## src/rtl/spi_eng_pkg.sv

```systemverilog
package spi_eng_pkg;

    localparam int FRAME_BITS = 8;
    localparam int BIT_IDX_W  = $clog2(FRAME_BITS);

    typedef logic [FRAME_BITS-1:0] frame_t;
    typedef logic [BIT_IDX_W-1:0]  bit_idx_t;

    // Shift engine state, registered as one word.
    typedef struct packed {
        logic     active;    // a frame is shifting
        logic     half;      // 0: first half (idle level), 1: second half
        bit_idx_t bitn;      // current bit number within the frame
        frame_t   tx;        // byte being sent
        frame_t   rx;        // bits gathered so far
        logic     sclk;
        logic     mosi;
        frame_t   rx_out;    // last completed byte
        logic     rx_valid;
    } eng_state_t;

endpackage

```

## src/rtl/spi_baud_tick.sv

```systemverilog
module spi_baud_tick #(
    parameter int DIV_W = 8
) (
    input  logic             clk,
    input  logic             rst_n,
    input  logic             run,
    input  logic [DIV_W-1:0] div,
    output logic             half_end
);

    logic [DIV_W-1:0] cnt_d, cnt_q;

    assign half_end = run && (cnt_q == div);

    always_comb begin
        cnt_d = cnt_q;
        if (!run || half_end) begin
            cnt_d = '0;
        end else begin
            cnt_d = cnt_q + 1'b1;
        end
    end

    always_ff @(posedge clk) begin
        if (!rst_n) begin
            cnt_q <= '0;
        end else begin
            cnt_q <= cnt_d;
        end
    end

    // the counter never runs past the programmed half length
    assert_cnt_in_range_R3: assert property (@(posedge clk) disable iff (!rst_n)
        (run && $past(run) && $stable(div)) |-> (cnt_q <= div));

endmodule

```

## src/rtl/spi_tx_slot.sv

```systemverilog
module spi_tx_slot
    import spi_eng_pkg::*;
(
    input  logic   clk,
    input  logic   rst_n,
    input  logic   wr_valid,
    input  frame_t wr_data,
    output logic   wr_ready,
    input  logic   pop,
    output logic   full,
    output frame_t head
);

    typedef struct packed {
        logic   full;
        frame_t data;
    } slot_t;

    slot_t s_d, s_q;

    assign wr_ready = !s_q.full;
    assign full     = s_q.full;
    assign head     = s_q.data;

    always_comb begin
        s_d = s_q;
        if (pop) begin
            s_d.full = 1'b0;
        end
        if (wr_valid && !s_q.full) begin
            s_d.full = 1'b1;
            s_d.data = wr_data;
        end
    end

    always_ff @(posedge clk) begin
        if (!rst_n) begin
            s_q <= '0;
        end else begin
            s_q <= s_d;
        end
    end

    // the engine only takes a byte that is present
    assert_pop_needs_byte_R4: assert property (@(posedge clk) disable iff (!rst_n)
        pop |-> s_q.full);

    // a held byte is not replaced while it waits
    assert_no_overwrite_R4: assert property (@(posedge clk) disable iff (!rst_n)
        (s_q.full && !pop) |=> (s_q.full && $stable(s_q.data)));

endmodule

```

## src/rtl/spi_shift_core.sv

```systemverilog
module spi_shift_core
    import spi_eng_pkg::*;
(
    input  logic   clk,
    input  logic   rst_n,
    input  logic   cfg_cpol,
    input  logic   cfg_cpha,
    input  logic   cfg_lsb_first,
    input  logic   half_end,
    input  logic   slot_full,
    input  frame_t slot_data,
    output logic   pop,
    output logic   active,
    output logic   sclk,
    output logic   mosi,
    output frame_t rx_data,
    output logic   rx_valid,
    input  logic   miso
);

    localparam bit_idx_t LAST_BIT = bit_idx_t'(FRAME_BITS - 1);

    eng_state_t st_d, st_q;
    frame_t     rx_next;
    bit_idx_t   cur_pos;
    bit_idx_t   nxt_pos;

    function automatic bit_idx_t wire_pos(input logic lsb, input bit_idx_t b);
        return lsb ? b : (LAST_BIT - b);
    endfunction

    assign active   = st_q.active;
    assign sclk     = st_q.sclk;
    assign mosi     = st_q.mosi;
    assign rx_data  = st_q.rx_out;
    assign rx_valid = st_q.rx_valid;

    always_comb begin
        st_d          = st_q;
        st_d.rx_valid = 1'b0;
        pop           = 1'b0;
        rx_next       = st_q.rx;
        cur_pos       = wire_pos(cfg_lsb_first, st_q.bitn);
        nxt_pos       = wire_pos(cfg_lsb_first, bit_idx_t'(st_q.bitn + 1'b1));

        if (!st_q.active) begin
            st_d.sclk = cfg_cpol;
            if (slot_full) begin
                pop         = 1'b1;
                st_d.active = 1'b1;
                st_d.half   = 1'b0;
                st_d.bitn   = '0;
                st_d.tx     = slot_data;
                if (!cfg_cpha) begin
                    st_d.mosi = slot_data[wire_pos(cfg_lsb_first, '0)];
                end
            end
        end else if (half_end) begin
            if (!st_q.half) begin
                // leading edge
                st_d.half = 1'b1;
                st_d.sclk = !cfg_cpol;
                if (!cfg_cpha) begin
                    st_d.rx[cur_pos] = miso;
                end else begin
                    st_d.mosi = st_q.tx[cur_pos];
                end
            end else begin
                // trailing edge
                st_d.half = 1'b0;
                st_d.sclk = cfg_cpol;
                if (cfg_cpha) begin
                    rx_next[cur_pos] = miso;
                end
                st_d.rx = rx_next;
                if (st_q.bitn == LAST_BIT) begin
                    st_d.rx_out   = rx_next;
                    st_d.rx_valid = 1'b1;
                    if (slot_full) begin
                        pop       = 1'b1;
                        st_d.bitn = '0;
                        st_d.tx   = slot_data;
                        if (!cfg_cpha) begin
                            st_d.mosi = slot_data[wire_pos(cfg_lsb_first, '0)];
                        end
                    end else begin
                        st_d.active = 1'b0;
                    end
                end else begin
                    st_d.bitn = bit_idx_t'(st_q.bitn + 1'b1);
                    if (!cfg_cpha) begin
                        st_d.mosi = st_q.tx[nxt_pos];
                    end
                end
            end
        end
    end

    always_ff @(posedge clk) begin
        if (!rst_n) begin
            st_q <= '0;
        end else begin
            st_q <= st_d;
        end
    end

    // a settled idle clock sits at the polarity level
    assert_idle_level_R1: assert property (@(posedge clk) disable iff (!rst_n)
        ($past(rst_n) && !st_q.active && $past(!st_q.active)) |-> (st_q.sclk == $past(cfg_cpol)));

    // completion is a single-cycle pulse
    assert_rx_pulse_R7: assert property (@(posedge clk) disable iff (!rst_n)
        st_q.rx_valid |=> !st_q.rx_valid);

    // the received byte only changes with a completion pulse
    assert_rx_hold_R7: assert property (@(posedge clk) disable iff (!rst_n)
        !st_q.rx_valid |-> $stable(st_q.rx_out));

    // an idle engine with nothing to load keeps its data line
    assert_idle_mosi_R8: assert property (@(posedge clk) disable iff (!rst_n)
        (!st_q.active && !pop) |=> $stable(st_q.mosi));

endmodule

```

## src/rtl/spi_master_engine.sv

```systemverilog
module spi_master_engine
    import spi_eng_pkg::*;
#(
    parameter int DIV_W = 8
) (
    input  logic             clk,
    input  logic             rst_n,
    input  logic             cfg_cpol,
    input  logic             cfg_cpha,
    input  logic             cfg_lsb_first,
    input  logic [DIV_W-1:0] cfg_div,
    input  logic             tx_valid,
    input  logic [7:0]       tx_data,
    output logic             tx_ready,
    output logic             rx_valid,
    output logic [7:0]       rx_data,
    output logic             busy,
    output logic             sclk,
    output logic             mosi,
    input  logic             miso
);

    logic   half_end;
    logic   pop;
    logic   slot_full;
    frame_t slot_data;
    logic   active;

    assign busy = active;

    spi_baud_tick #(.DIV_W(DIV_W)) u_tick (
        .clk      (clk),
        .rst_n    (rst_n),
        .run      (active),
        .div      (cfg_div),
        .half_end (half_end)
    );

    spi_tx_slot u_slot (
        .clk      (clk),
        .rst_n    (rst_n),
        .wr_valid (tx_valid),
        .wr_data  (tx_data),
        .wr_ready (tx_ready),
        .pop      (pop),
        .full     (slot_full),
        .head     (slot_data)
    );

    spi_shift_core u_core (
        .clk           (clk),
        .rst_n         (rst_n),
        .cfg_cpol      (cfg_cpol),
        .cfg_cpha      (cfg_cpha),
        .cfg_lsb_first (cfg_lsb_first),
        .half_end      (half_end),
        .slot_full     (slot_full),
        .slot_data     (slot_data),
        .pop           (pop),
        .active        (active),
        .sclk          (sclk),
        .mosi          (mosi),
        .rx_data       (rx_data),
        .rx_valid      (rx_valid),
        .miso          (miso)
    );

    // a waiting byte at frame end keeps the engine running
    assert_gapless_R6: assert property (@(posedge clk) disable iff (!rst_n)
        (rx_valid && $past(slot_full) && $past(active)) |-> busy);

endmodule

```

## config.mk

```make
export PLATFORM = sky130hd
export DESIGN_NAME = spi_master_engine
export DESIGN_NICKNAME = d
export VERILOG_FILES = /design/src/rtl/spi_eng_pkg.sv /design/src/rtl/spi_baud_tick.sv /design/src/rtl/spi_tx_slot.sv /design/src/rtl/spi_shift_core.sv /design/src/rtl/spi_master_engine.sv
export SDC_FILE = /design/constraint.sdc
export NUM_CORES = 1
export LEC_CHECK = 0
export BUFFER_PORTS_ARGS = -buffer_cell sky130_fd_sc_hd__buf_4
export CAP_MARGIN = 20
export CORE_ASPECT_RATIO = 1.5
export CORE_UTILIZATION = 55
export DETAILED_ROUTE_END_ITERATION = 8
export GPL_ROUTABILITY_DRIVEN = 1
export MAX_ROUTING_LAYER = met4
export PLACE_DENSITY = 0.76
export SYNTH_ARGS = -nofsm -noshare
export SYNTH_HDL_FRONTEND = slang
export SYNTH_HIERARCHICAL = 1
export SYNTH_SLANG_ARGS = --single-unit
```

## constraint.sdc

```tcl
create_clock -name clk -period 3.9 [get_ports clk]
set_input_delay 1.17 -clock clk [delete_from_list [all_inputs] [get_ports clk]]
set_output_delay 1.17 -clock clk [all_outputs]
set_load 0.1 [all_outputs]
```

==> results.yml, run 1 <==
sta:
  finalCritPeriodShare_pct: 78.4
  layout_setup_ws_ns: 0.842
  rsz0062_at_grt: "no"
  fin_tns_setup_ns: 0
  worst_slew_pin_slew_ns: 0.886
  finalSetupViolCount: 0
  clock_skew_ns: 0.00405
  hold_viol_final: 0
  slew_viol_final: 0
  relSlewSlack_pct: 40.9
  timing.fmax_ghz: 0.327
  finalCriticalPeriod_ns: 3.06
  hold_slack_ns: 0.459
floorplanning:
  die_w_microns: 62.6
  ioPinCount: 36
  core_sq_um: 5200
  std_cell_rows: 32
  start_util_pct: 58.2
  die-area_sq_um: 5820
  die_h_microns: 92.9
worst_setup_path:
  slowest_stage: "nor2_1"
  r2r_end: "u_core/rx_data[4]"
  crit_chain: "buf_4 > xor2_1 > nor4_4 > buf_4 > and3_1 > nand2_1 > nor2_1 > a31oi_1 > nand2_1 > o21ai_0"
  crit_family: "simple AND/OR/NAND/NOR gates"
  crit_buf_inv: 2
  required_ns: 4.09
  r2r_cells: 9
  cp.depth: 10
  max_stage_delay_ns: 0.30
  critical_path_class: "input pin to flop"
  r2r-start: "u_tick/cnt_q[2]"
  r2r_slack_ns: 1.40
  cp-start-kind: "input pin"
  critical_path_arrival_ns: 3.24
  crit_path_max_fanout: 9
  crit_path_end_kind: "flop"
cts:
  cts-root-buf: "clkbuf_8"
  cts_hold_buf: 0
  cts_setup_buffers: 0
  clk_latency_ns: 0.30
  cts_num_sinks: 49
  clk_pin_slew_ns: 0.09
  cts_resized: 0
  cts-buffers-inserted: 5
  tritoncts: "done"
  ctsHtreeMaxLevel: 2
  clockBufferDepth: 2
route:
  routedWlPerCell_microns: 14.2
  ant_nets: 0
  num_vias: 2485
  drt-initial-drc-count: 80
  remaining_drc_errors: 0
  dr.pass1.iters: 4
  routed_wl_microns: 6080
  via_per_inst: 5.79
synthesis:
  synth_top_area_share_pct: 32.4
  syn_avg_cell_area_sq_um: 8.89
  yosys.cell_count.top_type: "dfxtp_1"
  synth_top_area_cell: "dfxtp_1"
  synthCells: 341
  synthArstFlopShare_pct: 0
  synth_ff_type: "dfxtp_1"
  synthTopCellsByCount: "dfxtp_1 (49), mux2i_1 (45), nor2_1 (35), nand2_1 (32), o21ai_0 (17)"
  synth_cell_types: 62
  synth_enable_flop_cells: 0
  ys_seq_elements: 49
  synth_area_sq_um: 3030
  ys_seq_area_share_pct: 32.4
  synthTopCellsByArea: "dfxtp_1 (32%), mux2i_1 (15%), nor2_1 (4.3%)"
  syn_nets: 367
  yosys_warnings: 6
global_routing:
  grt_max_degree: 39
  antenna_found_initial: 0
  grt_pass1_wl_microns: 10100
  grt_usage_pct: 22.3
  grt_pass1_vias: 2278
  gr-total-overflow: 0
power:
  p_int_uw: 823
  ir_drop_uv: 215
  swShare_pct: 24.1
  combPwrFrac_pct: 12.7
  power.density_nw_per_um2: 323
  power_frac_seq_pct: 48.4
  p_clk_share_pct: 38.8
  power.switching_uw: 262
  p_leak_uw: 0.00131
flow_run:
  drv_cap: 0
worst_hold_path:
  hold_class: "flop to flop"
  min_path_cells: 2
  min-delay-start: "u_core/rx_data[3]"
  hold_end: "u_core/rx_data[3]"
placement:
  io_buffers: 35
  placed_cells: 421
  gp_congestion: 0.857
  place_hpwl_microns: 4320
  place_ws_ns: 0.541
layout:
  drive_above_1_share_pct: 18.8
  fin_nets: 386
  fin_cells: 429
  final_util_pct: 64.5
  diodes: 0
  syn_to_final_growth_pct: 10.8
run_status:
  status: "finished clean"
==> kinds of logic (layout without fill, tap and decap cells) <==
family / Yosys count / after routing / share of synthesized area, %
buffers and inverters: 39 / 59 / 7.92
AOI/OAI and AO/OA: 63 / 63 / 14.9
muxes: 50 / 50 / 17.8
adders and majority gates: 3 / 3 / 1.24
xor gates and xnor gates: 12 / 12 / 3.71
and+or+nand+nor: 125 / 125 / 22.0
DFF: 49 / 49 / 32.4
==> layout make-up <==
type | instances | area (sq um)
Multi-Input combinational cell | 253 | 1810
Clock inverter | 3 | 65.1
Sequential cell | 49 | 981
Clock buffer | 5 | 68.8
Inverter | 9 | 33.8
Tap cell | 68 | 85.1
Fill cell | 481 | 1850
Timing Repair Buffer | 42 | 315
==> registers in the layout, indices dropped and copies added (netlist names) <==
register         cells
u_core/rx_valid      1
u_core/mosi          1
u_slot/full          1
u_core/st_q         20
u_tick/cnt_q         8
u_core/rx_data       8
u_slot/head          8
u_core/sclk          1
u_core/active        1
==> worst max-delay path by stage <==
| stage | start | endpoint | slack [ns] |
|---|---|---|---|
| final | cfg_div[3] | u_core/rx_data[4] | 0.84 |
| after global routing | cfg_div[3] | u_core/rx_data[5] | 0.64 |
| after CTS | cfg_div[3] | u_core/rx_data[4] | 0.86 |
| after detailed placement | cfg_div[3] | u_core/rx_data[5] | 0.54 |
| after global placement | cfg_div[3] | u_core/rx_data[5] | 0.67 |
| after floorplan | cfg_div[7] | u_core/st_q[28] | 0.91 |
==> layout by cell type, fill, tap and decap left out, types with 2 or more instances in the layout <==
cell	netlist	routed
dfxtp_1	49	49
mux2i_1	45	45
buf_4	11	42
nor2_1	35	35
nand2_1	32	32
o21ai_0	17	17
nor2b_1	11	11
xor2_1	10	10
inv_1	9	9
nand3_1	8	8
a21oi_1	7	7
nor3_1	6	6
a211oi_1	6	6
clkbuf_8	0	5
or3_1	5	5
o221a_2	4	4
nand4_1	3	3
o22a_1	3	3
a31oi_1	3	3
o21ai_1	3	3
and2_1	3	3
o221ai_1	3	3
ha_1	3	3
a221oi_1	3	3
bufinv_16	0	2
and4bb_2	2	2
nor4b_1	2	2
nor4_1	2	2
nand2b_1	2	2
a211o_1	2	2
mux2_2	2	2
mux4_1	2	2
and3_1	2	2
nor4_4	2	2
==> per-stage QoR <==
stage | cell area, sq um | total power, uW
2_1_floorplan | 3030 | 638
3_3_place_gp | 3230 | 673
3_5_place_dp | 3230 | 676
4_1_cts | 3360 | 1100
5_1_grt | 3360 | 1130
6_report | 3360 | 1080
==> per-layer routing <==
metal | wire [microns] | up-vias | share of wire [%] | global-route usage, %
met1 | 2610 | 1168 | 43 | 23.2
met2 | 3180 | 49 | 52 | 39.9
li1 | - | 1256 | - | -
met4 | 125 | 0 | 2.1 | 10.5
met5 | 0 | - | 0 | -
met3 | 166 | 12 | 2.7 | 4.43
==> power by group through the flow <==
stage | sequential (uW) | clock (uW) | combinational [uW]
after floorplan | 551 | 0 | 86.8
after global routing | 527 | 452 | 148
after global placement | 536 | 0 | 137
after CTS | 525 | 434 | 139
final | 525 | 421 | 138
after detailed placement | 537 | 0 | 139
==> tightest hold or removal path, stage by stage (launching register included) <==
cell and delay, ns:
dfxtp_1 0.33, nand2_1 0.04, o21ai_0 0.05
Note: power is estimated with default switching activity, not from simulation.
==> inputs of run 2 (changes only) <==
--- a/config.mk
+++ b/config.mk
@@ -8,7 +8,7 @@
 export BUFFER_PORTS_ARGS = -buffer_cell sky130_fd_sc_hd__buf_4
 export CAP_MARGIN = 20
 export CORE_ASPECT_RATIO = 1.5
-export CORE_UTILIZATION = 55
+export CORE_UTILIZATION = 53
 export DETAILED_ROUTE_END_ITERATION = 8
 export GPL_ROUTABILITY_DRIVEN = 1
 export MAX_ROUTING_LAYER = met4
==> constraint.sdc (replaced) <==
create_clock -name clk -period 2.51 [get_ports clk]
set_input_delay 0.753 -clock clk [delete_from_list [all_inputs] [get_ports clk]]
set_output_delay 0.753 -clock clk [all_outputs]
set_load 0.1 [all_outputs]
==> run 2 against run 1 <==
Against the previous run: sequential power increased by 56%; setup slack got worse by 0.62 ns; critical path depth decreased by 2; final area increased by 1.6%; clock skew increased by 0.0039 ns; register-to-register slack got worse by 1.1 ns; power increased by 38%; largest cell class unchanged; combinational power increased by 62%; utilization decreased by 2.4 points; die area increased by 3.7%; flip-flop and latch count unchanged; final cell count increased by 2.3%.
==> results.yml, run 2 (synthesis results as in run 1) <==
sta:
  clock_skew_ns: 0.00792
  finalCriticalPeriod_ns: 2.28
  finalCritPeriodShare_pct: 91.0
  hold_viol_final: 0
  finalSetupViolCount: 0
  rsz0062_at_grt: "no"
  timing.fmax_ghz: 0.438
  worst_slew_pin_slew_ns: 0.530
  relSlewSlack_pct: 64.5
  slew_viol_final: 0
worst_setup_path:
  critical_path_class: "input pin to flop"
  crit_path_end_kind: "flop"
  r2r-start: "u_tick/cnt_q[2]"
  critical_path_arrival_ns: 2.49
  cp-start-kind: "input pin"
  r2r_cells: 7
  crit_path_end: "u_core/mosi"
  crit_path_max_fanout: 6
  r2r_end: "u_core/mosi"
  required_ns: 2.71
  startpoint: "cfg_div[0]"
  r2r_slack_ns: 0.34
cts:
  cts_setup_buffers: 0
  ctsHtreeMaxLevel: 2
  clockBufferDepth: 2
  tritoncts: "done"
  clk_latency_ns: 0.30
  cts_hold_buf: 0
  clk_pin_slew_ns: 0.09
  cts-root-buf: "clkbuf_8"
  cts-buffers-inserted: 5
  cts_num_sinks: 49
placement:
  io_buffers: 35
  placed_cells: 431
  place_area_sq_um: 3310
  place_hpwl_microns: 4450
  gp_congestion: 0.815
flow_run:
  drv_cap: 0
power:
  ir_drop_uv: 408
  power.density_nw_per_um2: 440
  p_leak_uw: 0.00132
global_routing:
  antenna_found_initial: 0
  grt_max_degree: 38
  gr-total-overflow: 0
  grt_use_met1_pct: 22.4
  grt_pass1_wl_microns: 10400
  grt_pass1_vias: 2428
  top_usage_layer: "met2"
  gr-usage-met3_pct: 2.78
  grt_usage_pct: 22.2
  grt_use_met2_pct: 41.8
floorplanning:
  ioPinCount: 36
  std_cell_rows: 33
  die-area_sq_um: 6030
  die_w_microns: 63.8
  die_h_microns: 94.6
  core_sq_um: 5490
  start_util_pct: 55.2
layout:
  fin_cells: 439
  syn_to_final_growth_pct: 12.5
  largest_reg_flops: 20
  diodes: 0
  final_util_pct: 62.1
  final_area_sq_um: 3410
  fin_nets: 394
  layout_common_cells: "buf_4 (49), dfxtp_1 (49), mux2i_1 (45)"
  regMostFlops: "u_core/st_q"
  drive_above_1_share_pct: 21.4
route:
  routedWlPerCell_microns: 13.8
  routed_wl_microns: 6040
  remaining_drc_errors: 0
  num_vias: 2519
  drt-initial-drc-count: 105
  via_per_inst: 5.74
  ant_nets: 0
  dr.pass1.iters: 4
worst_hold_path:
  hold_class: "flop to flop"
  min-delay-start: "u_core/rx_data[0]"
run_status:
  status: "finished clean"
[run 2: report_power, final]
group | switching (uW) | internal (uW) | total (uW)
sequential | 20.7 | 796 | 817
clock | 266 | 196 | 462
combinational | 130 | 92.8 | 223
[run 2: cell type report]
class / instances / area [sq um]
Tap cell: 70 / 87.6
Clock buffer: 5 / 68.8
Multi-Input combinational cell: 253 / 1830
Clock inverter: 3 / 22.5
Inverter: 9 / 33.8
Fill cell: 502 / 2080
Timing Repair Buffer: 50 / 388
Sequential cell: 49 / 981
[run 2: through the flow]
stage	setup TNS [ns]	hold WS (ns)	total power, uW	worst slack [ns]
3_5_place_dp	-1.39	0.444	1060	-0.118
5_1_grt	0	0.482	1580	0.0499
4_1_cts	0	0.457	1520	0.209
3_3_place_gp	-0.469	0.437	1050	-0.0661
2_1_floorplan	0	0.426	993	0.00526
6_report	0	0.454	1500	0.226
[run 2: worst min path at each step]
stage | cells past startpoint | to
2_1_floorplan | 2 | u_core/rx_data[1]
3_3_place_gp | 2 | u_core/rx_data[2]
3_5_place_dp | 2 | u_core/rx_data[0]
4_1_cts | 2 | u_core/rx_data[0]
5_1_grt | 2 | u_slot/head[5]
6_report | 2 | u_core/rx_data[0]
[run 2: what timing repair did]
item                       in CTS  in global routing
setup endpoints to repair       0                  1
resized for setup               0                  1
hold endpoints to repair        0                  0
[run 2: critical path: stages]
cell	delay [ns]
buf_4	0.11
xor2_1	0.15
nor4_4	0.31
and3_4	0.26
nand2_1	0.14
nor2_1	0.27
a211oi_1	0.15
a2111oi_2	0.33
[run 2: routing by layer]
layer / up-vias / part of all wire (%)
met5: - / 0
li1: 1275 / -
met3: 11 / 2.9
met2: 50 / 53
met1: 1183 / 42
met4: 0 / 1.9
